<file path="config.mk">
export PLATFORM = sky130hd
export DESIGN_NAME = panel_cfg_writer
export DESIGN_NICKNAME = d
export VERILOG_FILES = /design/src/rtl/pcw_pkg.sv /design/src/rtl/pcw_halfper.sv /design/src/rtl/pcw_serializer.sv /design/src/rtl/pcw_sequencer.sv /design/src/rtl/panel_cfg_writer.sv
export SDC_FILE = /design/constraint.sdc
export NUM_CORES = 1
export LEC_CHECK = 0
export ABC_AREA = 1
export BUFFER_PORTS_ARGS = -buffer_cell sky130_fd_sc_hd__buf_2
export CAP_MARGIN = 20
export CORE_ASPECT_RATIO = 1.5
export CORE_MARGIN = 10
export CORE_UTILIZATION = 52
export DETAILED_ROUTE_END_ITERATION = 10
export PLACE_DENSITY = 0.76
export SLEW_MARGIN = 40
export SYNTH_ARGS = -nofsm -noshare
export SYNTH_HDL_FRONTEND = slang
export SYNTH_SLANG_ARGS = --single-unit
</file>
<file path="constraint.sdc">
create_clock -name clk -period 1.8 [get_ports clk]
set_input_delay 0.27 -clock clk [delete_from_list [all_inputs] [get_ports clk]]
set_output_delay 0.27 -clock clk [all_outputs]
set_load 0.005 [all_outputs]
</file>
<file path="src/rtl/pcw_pkg.sv">
// Shared constants, state types and the fixed write list for the
// three-wire panel register writer.
// Assumes an 8-bit address and 8-bit value per frame.
package pcw_pkg;

    localparam int ADDR_W  = 8;
    localparam int DATA_W  = 8;
    localparam int FRAME_W = ADDR_W + DATA_W;
    localparam int SEQ_LEN = 5;
    localparam int IDX_W   = $clog2(SEQ_LEN);

    typedef logic [FRAME_W-1:0] frame_t;

    typedef enum logic [2:0] {
        S_IDLE,
        S_OPEN,
        S_LOW,
        S_HIGH,
        S_CLOSE
    } ser_state_t;

    typedef enum logic [1:0] {
        C_IDLE,
        C_ONE,
        C_SEQ
    } ctl_state_t;

    // Display-off write: register 05 gets 5E.
    localparam frame_t OFF_WORD = 16'h055E;

    // Power-on list, entry i in send order.
    function automatic frame_t power_on_word(input logic [IDX_W-1:0] i);
        case (i)
            3'd0:    return 16'h051E;
            3'd1:    return 16'h055E;
            3'd2:    return 16'h078D;
            3'd3:    return 16'h1301;
            default: return 16'h055F;
        endcase
    endfunction

endpackage

</file>
<file path="src/rtl/pcw_halfper.sv">
// Half-period timer.
// It captures the divider when a write is loaded. While the serializer is
// active, it pulses `tick` in the last system clock of every phase.
// Assumes `load` is only raised when a new frame begins.
module pcw_halfper #(
    parameter int DIV_W = 8
) (
    input  logic             clk,
    input  logic             rst_n,
    input  logic             load,
    input  logic             run,
    input  logic [DIV_W-1:0] div_in,
    output logic             tick
);

    logic [DIV_W-1:0] div_q;
    logic [DIV_W-1:0] cnt;

    assign tick = run && (cnt == div_q);

    // Capture the divider on load and count system clocks within each phase.
    always_ff @(posedge clk) begin
        if (!rst_n) begin
            div_q <= '0;
            cnt   <= '0;
        end else if (load) begin
            div_q <= div_in;
            cnt   <= '0;
        end else if (!run || tick) begin
            cnt <= '0;
        end else begin
            cnt <= cnt + 1'b1;
        end
    end

    p_cnt_bound_r5: assert property (@(posedge clk) disable iff (!rst_n)
        run |-> (cnt <= div_q));

    p_div_hold_r5: assert property (@(posedge clk) disable iff (!rst_n)
        (run && !load) |=> (div_q == $past(div_q)));

endmodule

</file>
<file path="src/rtl/pcw_serializer.sv">
// Frame serializer.
// It opens a frame by pulling select low, then sends FRAME_W bits MSB first.
// Each bit spends one phase with the clock low (data launched) and one with
// the clock high (panel samples). It closes with one select-high phase.
// A new frame may be loaded in the last cycle of that closing phase.
// Assumes `tick` marks the final cycle of each phase.
module pcw_serializer
    import pcw_pkg::*;
(
    input  logic   clk,
    input  logic   rst_n,
    input  logic   go,
    input  frame_t frame_in,
    input  logic   tick,
    output logic   cs_n,
    output logic   sclk,
    output logic   sdo,
    output logic   fin,
    output logic   active
);

    localparam int BIT_W = $clog2(FRAME_W);

    ser_state_t       st;
    frame_t           shreg;
    logic [BIT_W-1:0] bits_left;

    // Phase sequencing, bit counting and shifting.
    always_ff @(posedge clk) begin
        if (!rst_n) begin
            st        <= S_IDLE;
            shreg     <= '0;
            bits_left <= '0;
        end else begin
            case (st)
                S_IDLE: begin
                    if (go) begin
                        st        <= S_OPEN;
                        shreg     <= frame_in;
                        bits_left <= BIT_W'(FRAME_W - 1);
                    end
                end
                S_OPEN: begin
                    if (tick) st <= S_LOW;
                end
                S_LOW: begin
                    if (tick) st <= S_HIGH;
                end
                S_HIGH: begin
                    if (tick) begin
                        if (bits_left == '0) begin
                            st <= S_CLOSE;
                        end else begin
                            bits_left <= bits_left - 1'b1;
                            shreg     <= {shreg[FRAME_W-2:0], 1'b0};
                            st        <= S_LOW;
                        end
                    end
                end
                S_CLOSE: begin
                    if (tick) begin
                        if (go) begin
                            st        <= S_OPEN;
                            shreg     <= frame_in;
                            bits_left <= BIT_W'(FRAME_W - 1);
                        end else begin
                            st <= S_IDLE;
                        end
                    end
                end
                default: st <= S_IDLE;
            endcase
        end
    end

    // Line levels decoded from the registered phase.
    always_comb begin
        cs_n   = !((st == S_OPEN) || (st == S_LOW) || (st == S_HIGH));
        sclk   = (st != S_LOW);
        sdo    = ((st == S_LOW) || (st == S_HIGH)) ? shreg[FRAME_W-1] : 1'b0;
        fin    = (st == S_CLOSE) && tick;
        active = (st != S_IDLE);
    end

    // Checking aid: count clock rises inside the current frame.
    logic             sclk_d;
    logic [BIT_W:0]   rise_cnt;

    // Track the previous clock level and rising edges while selected.
    always_ff @(posedge clk) begin
        if (!rst_n) begin
            sclk_d   <= 1'b1;
            rise_cnt <= '0;
        end else begin
            sclk_d <= sclk;
            if (cs_n)
                rise_cnt <= '0;
            else if (sclk && !sclk_d)
                rise_cnt <= rise_cnt + 1'b1;
        end
    end

    p_open_levels_r2: assert property (@(posedge clk) disable iff (!rst_n)
        $fell(cs_n) |-> (sclk && !sdo));

    p_sdo_stable_r3: assert property (@(posedge clk) disable iff (!rst_n)
        (!cs_n && sclk && $past(sclk) && !$past(cs_n)) |-> $stable(sdo));

    p_bits_r4: assert property (@(posedge clk) disable iff (!rst_n)
        $rose(cs_n) |-> (rise_cnt == (BIT_W+1)'(FRAME_W)));

endmodule

</file>
<file path="src/rtl/pcw_sequencer.sv">
// Request arbiter and write-list walker.
// In idle it accepts one request, with priority list > display-off >
// single write. It then keeps busy high until the last frame ends. For the
// list, it hands the next word to the serializer during the closing phase.
// Requests raised while busy are ignored.
module pcw_sequencer
    import pcw_pkg::*;
(
    input  logic              clk,
    input  logic              rst_n,
    input  logic              start,
    input  logic              off_start,
    input  logic              seq_start,
    input  logic [ADDR_W-1:0] wr_addr,
    input  logic [DATA_W-1:0] wr_data,
    input  logic              fin,
    output logic              go,
    output frame_t            frame,
    output logic              busy,
    output logic              done,
    output logic              seq_done
);

    ctl_state_t       st;
    logic [IDX_W-1:0] idx;
    logic [IDX_W-1:0] idx_nxt;
    logic             last_entry;

    assign idx_nxt    = idx + IDX_W'(1);
    assign last_entry = (idx == IDX_W'(SEQ_LEN - 1));
    assign busy       = (st != C_IDLE);

    // Choose the next frame and whether to launch it this cycle.
    always_comb begin
        go    = 1'b0;
        frame = {wr_addr, wr_data};
        if (st == C_IDLE) begin
            go = start || off_start || seq_start;
            if (seq_start)
                frame = power_on_word('0);
            else if (off_start)
                frame = OFF_WORD;
        end else if (st == C_SEQ && fin && !last_entry) begin
            go    = 1'b1;
            frame = power_on_word(idx_nxt);
        end
    end

    // Request state, list position and completion pulses.
    always_ff @(posedge clk) begin
        if (!rst_n) begin
            st       <= C_IDLE;
            idx      <= '0;
            done     <= 1'b0;
            seq_done <= 1'b0;
        end else begin
            done     <= fin;
            seq_done <= fin && (st == C_SEQ) && last_entry;
            case (st)
                C_IDLE: begin
                    idx <= '0;
                    if (seq_start)
                        st <= C_SEQ;
                    else if (off_start || start)
                        st <= C_ONE;
                end
                C_ONE: begin
                    if (fin) st <= C_IDLE;
                end
                C_SEQ: begin
                    if (fin) begin
                        if (last_entry) st <= C_IDLE;
                        else            idx <= idx_nxt;
                    end
                end
                default: st <= C_IDLE;
            endcase
        end
    end

    p_idx_range_r8: assert property (@(posedge clk) disable iff (!rst_n)
        idx < IDX_W'(SEQ_LEN));

    p_ignore_busy_r7: assert property (@(posedge clk) disable iff (!rst_n)
        (busy && !fin) |=> ((st == $past(st)) && (idx == $past(idx))));

endmodule

</file>
<file path="src/rtl/panel_cfg_writer.sv">
// Three-wire panel register writer, top level.
// It accepts single writes, the display-off write and the power-on list,
// and drives select, clock and data to the panel.
// Assumes the panel samples data on rising clock edges.
module panel_cfg_writer
    import pcw_pkg::*;
#(
    parameter int DIV_W = 8
) (
    input  logic              clk,
    input  logic              rst_n,
    input  logic [DIV_W-1:0]  half_div,
    input  logic              start,
    input  logic              off_start,
    input  logic              seq_start,
    input  logic [ADDR_W-1:0] wr_addr,
    input  logic [DATA_W-1:0] wr_data,
    output logic              busy,
    output logic              done,
    output logic              seq_done,
    output logic              pnl_cs_n,
    output logic              pnl_sclk,
    output logic              pnl_sdo
);

    logic   go;
    logic   fin;
    logic   tick;
    logic   active;
    frame_t frame;

    pcw_sequencer u_seq (
        .clk       (clk),
        .rst_n     (rst_n),
        .start     (start),
        .off_start (off_start),
        .seq_start (seq_start),
        .wr_addr   (wr_addr),
        .wr_data   (wr_data),
        .fin       (fin),
        .go        (go),
        .frame     (frame),
        .busy      (busy),
        .done      (done),
        .seq_done  (seq_done)
    );

    pcw_halfper #(.DIV_W(DIV_W)) u_tmr (
        .clk    (clk),
        .rst_n  (rst_n),
        .load   (go),
        .run    (active),
        .div_in (half_div),
        .tick   (tick)
    );

    pcw_serializer u_ser (
        .clk      (clk),
        .rst_n    (rst_n),
        .go       (go),
        .frame_in (frame),
        .tick     (tick),
        .cs_n     (pnl_cs_n),
        .sclk     (pnl_sclk),
        .sdo      (pnl_sdo),
        .fin      (fin),
        .active   (active)
    );

    p_busy_cover_r6: assert property (@(posedge clk) disable iff (!rst_n)
        !pnl_cs_n |-> busy);

    p_done_pulse_r6: assert property (@(posedge clk) disable iff (!rst_n)
        done |=> !done);

    p_seq_end_r9: assert property (@(posedge clk) disable iff (!rst_n)
        seq_done |-> (done && !busy));

endmodule

</file>
==> results of run 1 <==
-- power breakdown --
part	switching [mW]	internal, mW
registers	0.162	1.31
logic	1.66	1.12
clock network	0.374	0.273
total	2.19	2.70
-- logic make-up after synthesis --
| logic type | after synthesis | synth area share, % |
|---|---|---|
| AO/OA/AOI/OAI | 68 | 13.4 |
| adder cells (fa/ha/maj) | 7 | 3.28 |
| buffers and inverters | 81 | 12.9 |
| flip-flops | 46 | 34.5 |
| AND/OR/NAND/NOR | 210 | 34.2 |
| XOR/XNOR | 5 | 1.64 |
-- repair_timing --
item	CTS	global route
pin swaps	0	16
setup buffers	0	2
cloned	0	4
setup endpoints to repair	12	39
resized for setup	2	70
-- metal layers --
metal / vias up / global-route usage (%) / share of wire (%)
met5: - / 0 / 0
met4: 0 / 6.30 / 2.4
met3: 16 / 2.76 / 3.8
met2: 70 / 31.0 / 56
met1: 1263 / 15.1 / 38
li1: 1424 / - / -
-- flip-flops by register name (all words and copies together) (netlist names) --
signal	cells
u_seq.done	1
u_seq.st	2
u_tmr.cnt	8
u_ser.st	3
u_seq.idx	3
u_tmr.div_q	8
u_ser.shreg	16
u_ser.bits_left	4
u_seq.seq_done	1
-- stage by stage --
step / power, mW / setup TNS, ps / instance area (um2) / utilization (%) / std cells
final: 4.89 / 0 / 3410 / 69.7 / 546
after global routing: 5.30 / -916 / 3410 / 69.7 / 546
after CTS: 4.32 / -18.8 / 3150 / 64.4 / 540
after detailed placement: 3.66 / -91.6 / 3050 / 62.5 / 532
after global placement: 3.62 / -2.87 / 3050 / 62.5 / 532
after floorplan: 3.07 / 0 / 2670 / - / 417
-- area by class of cell --
class	count	area (um2)	area share, %
Clock buffer	5	68.8	2.02
Timing Repair inverter	1	5.00	0.147
Multi-Input combinational cell	291	1580	46.3
Inverter	68	265	7.79
Timing Repair Buffer	66	452	13.3
Tap cell	66	82.6	2.42
Sequential cell	46	936	27.5
Clock inverter	3	21.3	0.624
-- synthesized netlist by cell type (5+ instances only) --
library cell | instances | area [um2]
nand3_1 | 15 | 75.1
ha_1 | 7 | 87.6
nor3_1 | 5 | 25.0
dfxtp_1 | 46 | 921
buf_6 | 5 | 56.3
a21oi_1 | 36 | 180
nor2_1 | 56 | 210
inv_1 | 55 | 206
o21ai_0 | 22 | 110
nand2_1 | 115 | 432
clkbuf_1 | 7 | 26.3
inv_2 | 11 | 41.3
-- how the worst max path moves through the flow --
stage / cells after the start / start / to / slack (ps)
after detailed placement: 11 / u_seq.idx[0] / u_tmr.cnt[2] / -50
after global routing: 13 / u_tmr.cnt[7] / u_ser.shreg[12] / -100
after CTS: 12 / u_seq.idx[0] / u_ser.shreg[4] / -20
after global placement: 10 / u_seq.idx[0] / u_ser.shreg[1] / -3
final: 13 / u_tmr.cnt[7] / u_ser.shreg[12] / 40
after floorplan: 10 / u_seq.idx[0] / u_ser.shreg[9] / 110
-- worst register-to-register path: stages, from the launching register on --
cell	delay, ps
dfxtp_2	360
inv_2	40
nand2_1	50
nand2_1	50
nor2_1	120
nand2_1	110
nor2_4	150
nand3_4	120
nand3_4	110
nand3_4	130
buf_12	180
nor2_4	90
nand2_2	60
a21oi_2	110
==> results by group, run 1 <==
Timing
  • Worst setup margin: 35.5 ps
  • Clock skew: 6.36 ps
  • Unrepaired setup endpoints after global routing: yes
  • Slew Limit Fails: 0
  • Final Hold Viols: 0
  • Final setup fails: 0
  • Fin Hold WS: 205 ps
  • Worst-Margin Slew: 344 ps
  • Worst relative slew slack: 76.8%
  • Min cycle time layout: 1760 ps
  • Final worst path period share: 98.0%
  • Fmax: 0.567 GHz

Global routing
  • Vias in the first global route: 2633
  • First-pass GRT wire length: 11000 um
  • Initial antenna violation count: 0
  • Largest net degree at the start of global routing: 27
  • Grt ovf: 0
  • Gr usage total: 15.6%

CTS
  • Hold buffer count at CTS: 0
  • Clock sink total: 46
  • CTS tree: done
  • CTS root buffer: clkbuf_8
  • H-tree depth: 2
  • CTS clk-pin slew, worst paths: 90 ps
  • Skew-Pair Late Insertion Delay: 310 ps
  • Clock Tree Buf Depth: 2
  • TritonCTS buffer count: 5

Status
  • Outcome: complete, no violations

Cells and area
  • Nets: 515
  • Fillers: 444
  • Ant. Diodes: 0
  • Most common cell after layout, fill and taps aside: nand2_1
  • Commonest cells after routing, fill and taps aside: nand2_1, inv_1, nor2_1
  • Area grow syn2layout: 27.8%
  • Share of layout cells above drive strength 1: 32.5%

Worst setup path
  • Worst Setup End Kind: flip-flop
  • Critical-path top delay cell: dfxtp_2
  • Crit path kind: reg2reg
  • CP required: 2040 ps
  • Delay-heaviest family, CP: simple AND/OR/NAND/NOR gates
  • R2R Path End: u_ser.shreg[12]
  • Worst R2R Start: u_tmr.cnt[7]
  • Crit start category: flip-flop
  • WP buf/inv: 2
  • Worst R2R Path Depth: 13
  • Crit-path cells: inv_2 > nand2_1 > nand2_1 > nor2_1 > nand2_1 > nor2_4 > nand3_4 > nand3_4 > nand3_4 > buf_12 > nor2_4 > nand2_2 > a21oi_2
  • Max stage delay on crit path: 360 ps
  • R2R setup slack: 40 ps
  • CP Max Fanout: 7
  • Worst endpoint data arrival time: 2010 ps

Route
  • Total wire length: 7000 um
  • Antenna Nets Post-Route: 0
  • Routed vias: 2773
  • Iter 0 DRT Violations: 85
  • Vias/cell: 5.08
  • TritonRoute pass-1 iters: 5
  • DR WL/cell: 12.8 um
  • DRC violations left: 0

Placement
  • Port Buffers: 34
  • DP Worst Slack: -45.6 ps
  • Post-DP HPWL: 4960 um
  • Final Wtd Congestion: 0.816

Min path
  • Hold path endpoint: u_tmr.div_q[1]
  • Hold WC Path Type: in2reg
  • Hold_sp: half_div[1]
  • Worst hold stages: 3

Synth
  • Cells after Synth: 417
  • #FFs+latches synth: 46
  • Mapped Avg Cell Area: 6.39 um2
  • Yosys warning count: 0
  • Asr flop ratio synth: 0%
  • Syn nets: 453
  • Syn Std Cell Area: 0.00267 mm2
  • Distinct cell type count after synthesis: 35
  • Primary FF master, synth: dfxtp_1
  • EDFF count, synth: 0
  • Seq/Total Area, Yosys: 34.5%

Die
  • IO Pins: 35
  • Die height: 108 um
  • Die width: 78.5 um
  • Floorplan Core Area: 0.00489 mm2
  • Die area: 0.00845 mm2
  • # rows: 31
  • Starting Density: 54.6%

Pwr
  • PwrDens: 1440 mW/mm2
  • Maximum vdd drop: 0.716 mV
  • Leakage: 1.60 nW

Run
  • Maximum capacitance violations: 0
Power figures use the tool's default switching activity.
==> inputs of run 2 (changes only) <==
--- a/config.mk
+++ b/config.mk
@@ -6,13 +6,13 @@
 export NUM_CORES = 1
 export LEC_CHECK = 0
 export ABC_AREA = 1
-export BUFFER_PORTS_ARGS = -buffer_cell sky130_fd_sc_hd__buf_2
+export BUFFER_PORTS_ARGS = -buffer_cell sky130_fd_sc_hd__buf_4
 export CAP_MARGIN = 20
 export CORE_ASPECT_RATIO = 1.5
 export CORE_MARGIN = 10
-export CORE_UTILIZATION = 52
+export CORE_UTILIZATION = 62
 export DETAILED_ROUTE_END_ITERATION = 10
-export PLACE_DENSITY = 0.76
+export PLACE_DENSITY = 0.85
 export SLEW_MARGIN = 40
 export SYNTH_ARGS = -nofsm -noshare
 export SYNTH_HDL_FRONTEND = slang
==> constraint.sdc (replaced) <==
create_clock -name clk -period 2.2 [get_ports clk]
set_input_delay 0.33 -clock clk [delete_from_list [all_inputs] [get_ports clk]]
set_output_delay 0.33 -clock clk [all_outputs]
set_load 0.005 [all_outputs]
==> run 2 against run 1 <==
  * Clock power down 1%
  * First-iteration DRC count up 78%
  * Routed wire length down 14%
  * Count of clock-buffer cells in the layout unchanged
  * Via count down 6.7%
  * Die area down 13%
  * Total power down 29%
  * Sequential power down 18%
  * Combinational power down 42%
  * Final cell count down 8.6%
  * Hold slack better by 43 ps
  * Global-route usage up 1.9 points
  * Critical path type unchanged
  * Critical endpoint unchanged
==> results by group, run 2 (synthesis gave the netlist of run 1 again) <==
Worst setup path
  • Crit path kind: reg2reg
  • WP buf/inv: 3
  • Number of cells on the critical path: 12
  • Crit path top cell by count: nand2_1
  • R2R setup slack: 180 ps
  • Worst R2R Start: u_seq.idx[0]
  • CP Max Fanout: 18
  • Max stage delay on crit path: 400 ps
  • Worst Setup End Kind: flip-flop
  • Delay-heaviest family, CP: simple AND/OR/NAND/NOR gates
  • Setup crit start: u_seq.idx[0]
  • CP required: 2430 ps
  • Crit start category: flip-flop
  • Crit-path cells: inv_1 > ha_1 > nand2_1 > nand2_1 > inv_1 > nand3_2 > nand3_2 > nand3_4 > buf_4 > nor2_1 > nand2_1 > a21oi_1
  • Worst endpoint data arrival time: 2250 ps
  • Worst R2R Path Depth: 12
  • Critical-path top delay cell: dfxtp_1
  • Crit path to: u_ser.shreg[12]
  • R2R Path End: u_ser.shreg[12]

Timing
  • Min cycle time layout: 2020 ps
  • Final setup fails: 0
  • Unrepaired setup endpoints after global routing: no
  • Final worst path period share: 91.6%
  • Worst-Margin Slew: 345 ps
  • Setup TNS: 0 ps
  • Final Hold Viols: 0
  • Worst relative slew slack: 76.9%
  • Slew Limit Fails: 0
  • Fmax: 0.496 GHz
  • Clock skew: 10.0 ps

Cells and area
  • Largest register by flop count: u_ser.shreg
  • Ant. Diodes: 0
  • Max reg flops: 16
  • Final Core Density: 72.6%
  • Nets: 488
  • Most common cell after layout, fill and taps aside: nand2_1
  • Finished Layout Cells: 499
  • Share of layout cells above drive strength 1: 16.8%
  • Top Registers: u_ser.shreg x16, u_tmr.cnt x8, u_tmr.div_q x8
  • Commonest cells after routing, fill and taps aside: nand2_1, nor2_1, inv_1
  • Fillers: 379
  • Area grow syn2layout: 14.6%

Placement
  • Placed insts: 491
  • Post-DP HPWL: 4630 um
  • Port Buffers: 34
  • Final Wtd Congestion: 0.891

Status
  • Outcome: complete, no violations

Run
  • Maximum capacitance violations: 0

Pwr
  • PwrDens: 1130 mW/mm2
  • Net Switching: 1.47 mW
  • P_int: 1.98 mW
  • Leakage: 1.48 nW
  • Reg power frac: 34.6%
  • Combinational share of power: 46.9%
  • Overall power: 3.45 mW
  • Clk network pwr share: 18.5%
  • Net Sw Frac: 42.6%
  • Maximum vdd drop: 1.00 mV

CTS
  • Hold buffer count at CTS: 0
  • TritonCTS buffer count: 5
  • H-tree depth: 2
  • Clock Tree Buf Depth: 2
  • Clock sink total: 46
  • CTS root buffer: clkbuf_8
  • CTS tree: done
  • Post_cts resized: 0
  • Skew-Pair Late Insertion Delay: 310 ps
  • CTS clk-pin slew, worst paths: 90 ps
  • Number of setup buffers added after CTS: 0

Global routing
  • Grt ovf: 0
  • Gr usage total: 17.5%
  • Largest net degree at the start of global routing: 28
  • First-pass GRT wire length: 10700 um
  • Initial antenna violation count: 0
  • Vias in the first global route: 2552

Min path
  • Hold WC Path Type: in2reg

Route
  • TritonRoute pass-1 iters: 4
  • Total wire length: 6040 um
  • Routed vias: 2587
  • DR WL/cell: 12.1 um
  • DRC violations left: 0
  • Antenna Nets Post-Route: 0
  • Vias/cell: 5.18
  • Iter 0 DRT Violations: 151

Die
  • Die width: 73.5 um
  • IO Pins: 35
  • Die height: 100 um
  • Floorplan Core Area: 0.00421 mm2
  • Starting Density: 63.3%
  • Die area: 0.00738 mm2
  • # rows: 29
run 2: layer usage:
metal	track usage, %	share of wire, %	vias to the layer above
li1	-	-	1363
met1	17.1	38	1149
met2	32.6	54	59
met3	3.95	4.6	16
met4	8.63	3.1	0
met5	0	0	-
run 2: power groups by stage:
stage / combinational, mW / clock, mW / sequential (mW)
floorplan: 1.33 / 0 / 1.18
global placement: 1.58 / 0 / 1.21
detailed placement: 1.62 / 0 / 1.21
CTS: 1.63 / 0.652 / 1.20
finish: 1.62 / 0.639 / 1.20
global route: 1.89 / 0.679 / 1.22
run 2: through the flow:
step                      hold WS (ps)  setup slack, ps  area, um2
after global placement             454              334       2940
after floorplan                    444              509       2670
after global routing               240             26.5       3060
final                              248              185       3060
after detailed placement           466              239       2940
after CTS                          241              205       3060
run 2: layout make-up:
cell class	count	area (um2)	share of cell area [%]
inverter	68	256	8.39
clock inverter	3	43.8	1.43
multi-input combinational	290	1400	45.8
tap	46	57.6	1.88
sequential	46	921	30.1
clock buffer	5	68.8	2.25
timing repair buffer	41	308	10.1
run 2: worst register-to-register path: stages, from the launching register on:
cell     delay [ps]
dfxtp_1         400
inv_1            80
ha_1            210
nand2_1          90
nand2_1          90
inv_1           120
nand3_2         180
nand3_2         130
nand3_4         120
buf_4           230
nor2_1          100
nand2_1          50
a21oi_1         130
run 2: worst min path at each step:
stage / from / end / cells past startpoint
2_1_floorplan: u_ser.shreg[12] / u_ser.shreg[12] / 2
3_3_place_gp: u_tmr.div_q[7] / u_tmr.div_q[7] / 2
3_5_place_dp: u_tmr.div_q[3] / u_tmr.div_q[3] / 2
4_1_cts: half_div[1] / u_tmr.div_q[1] / 3
5_1_grt: half_div[1] / u_tmr.div_q[1] / 3
6_report: half_div[1] / u_tmr.div_q[1] / 3
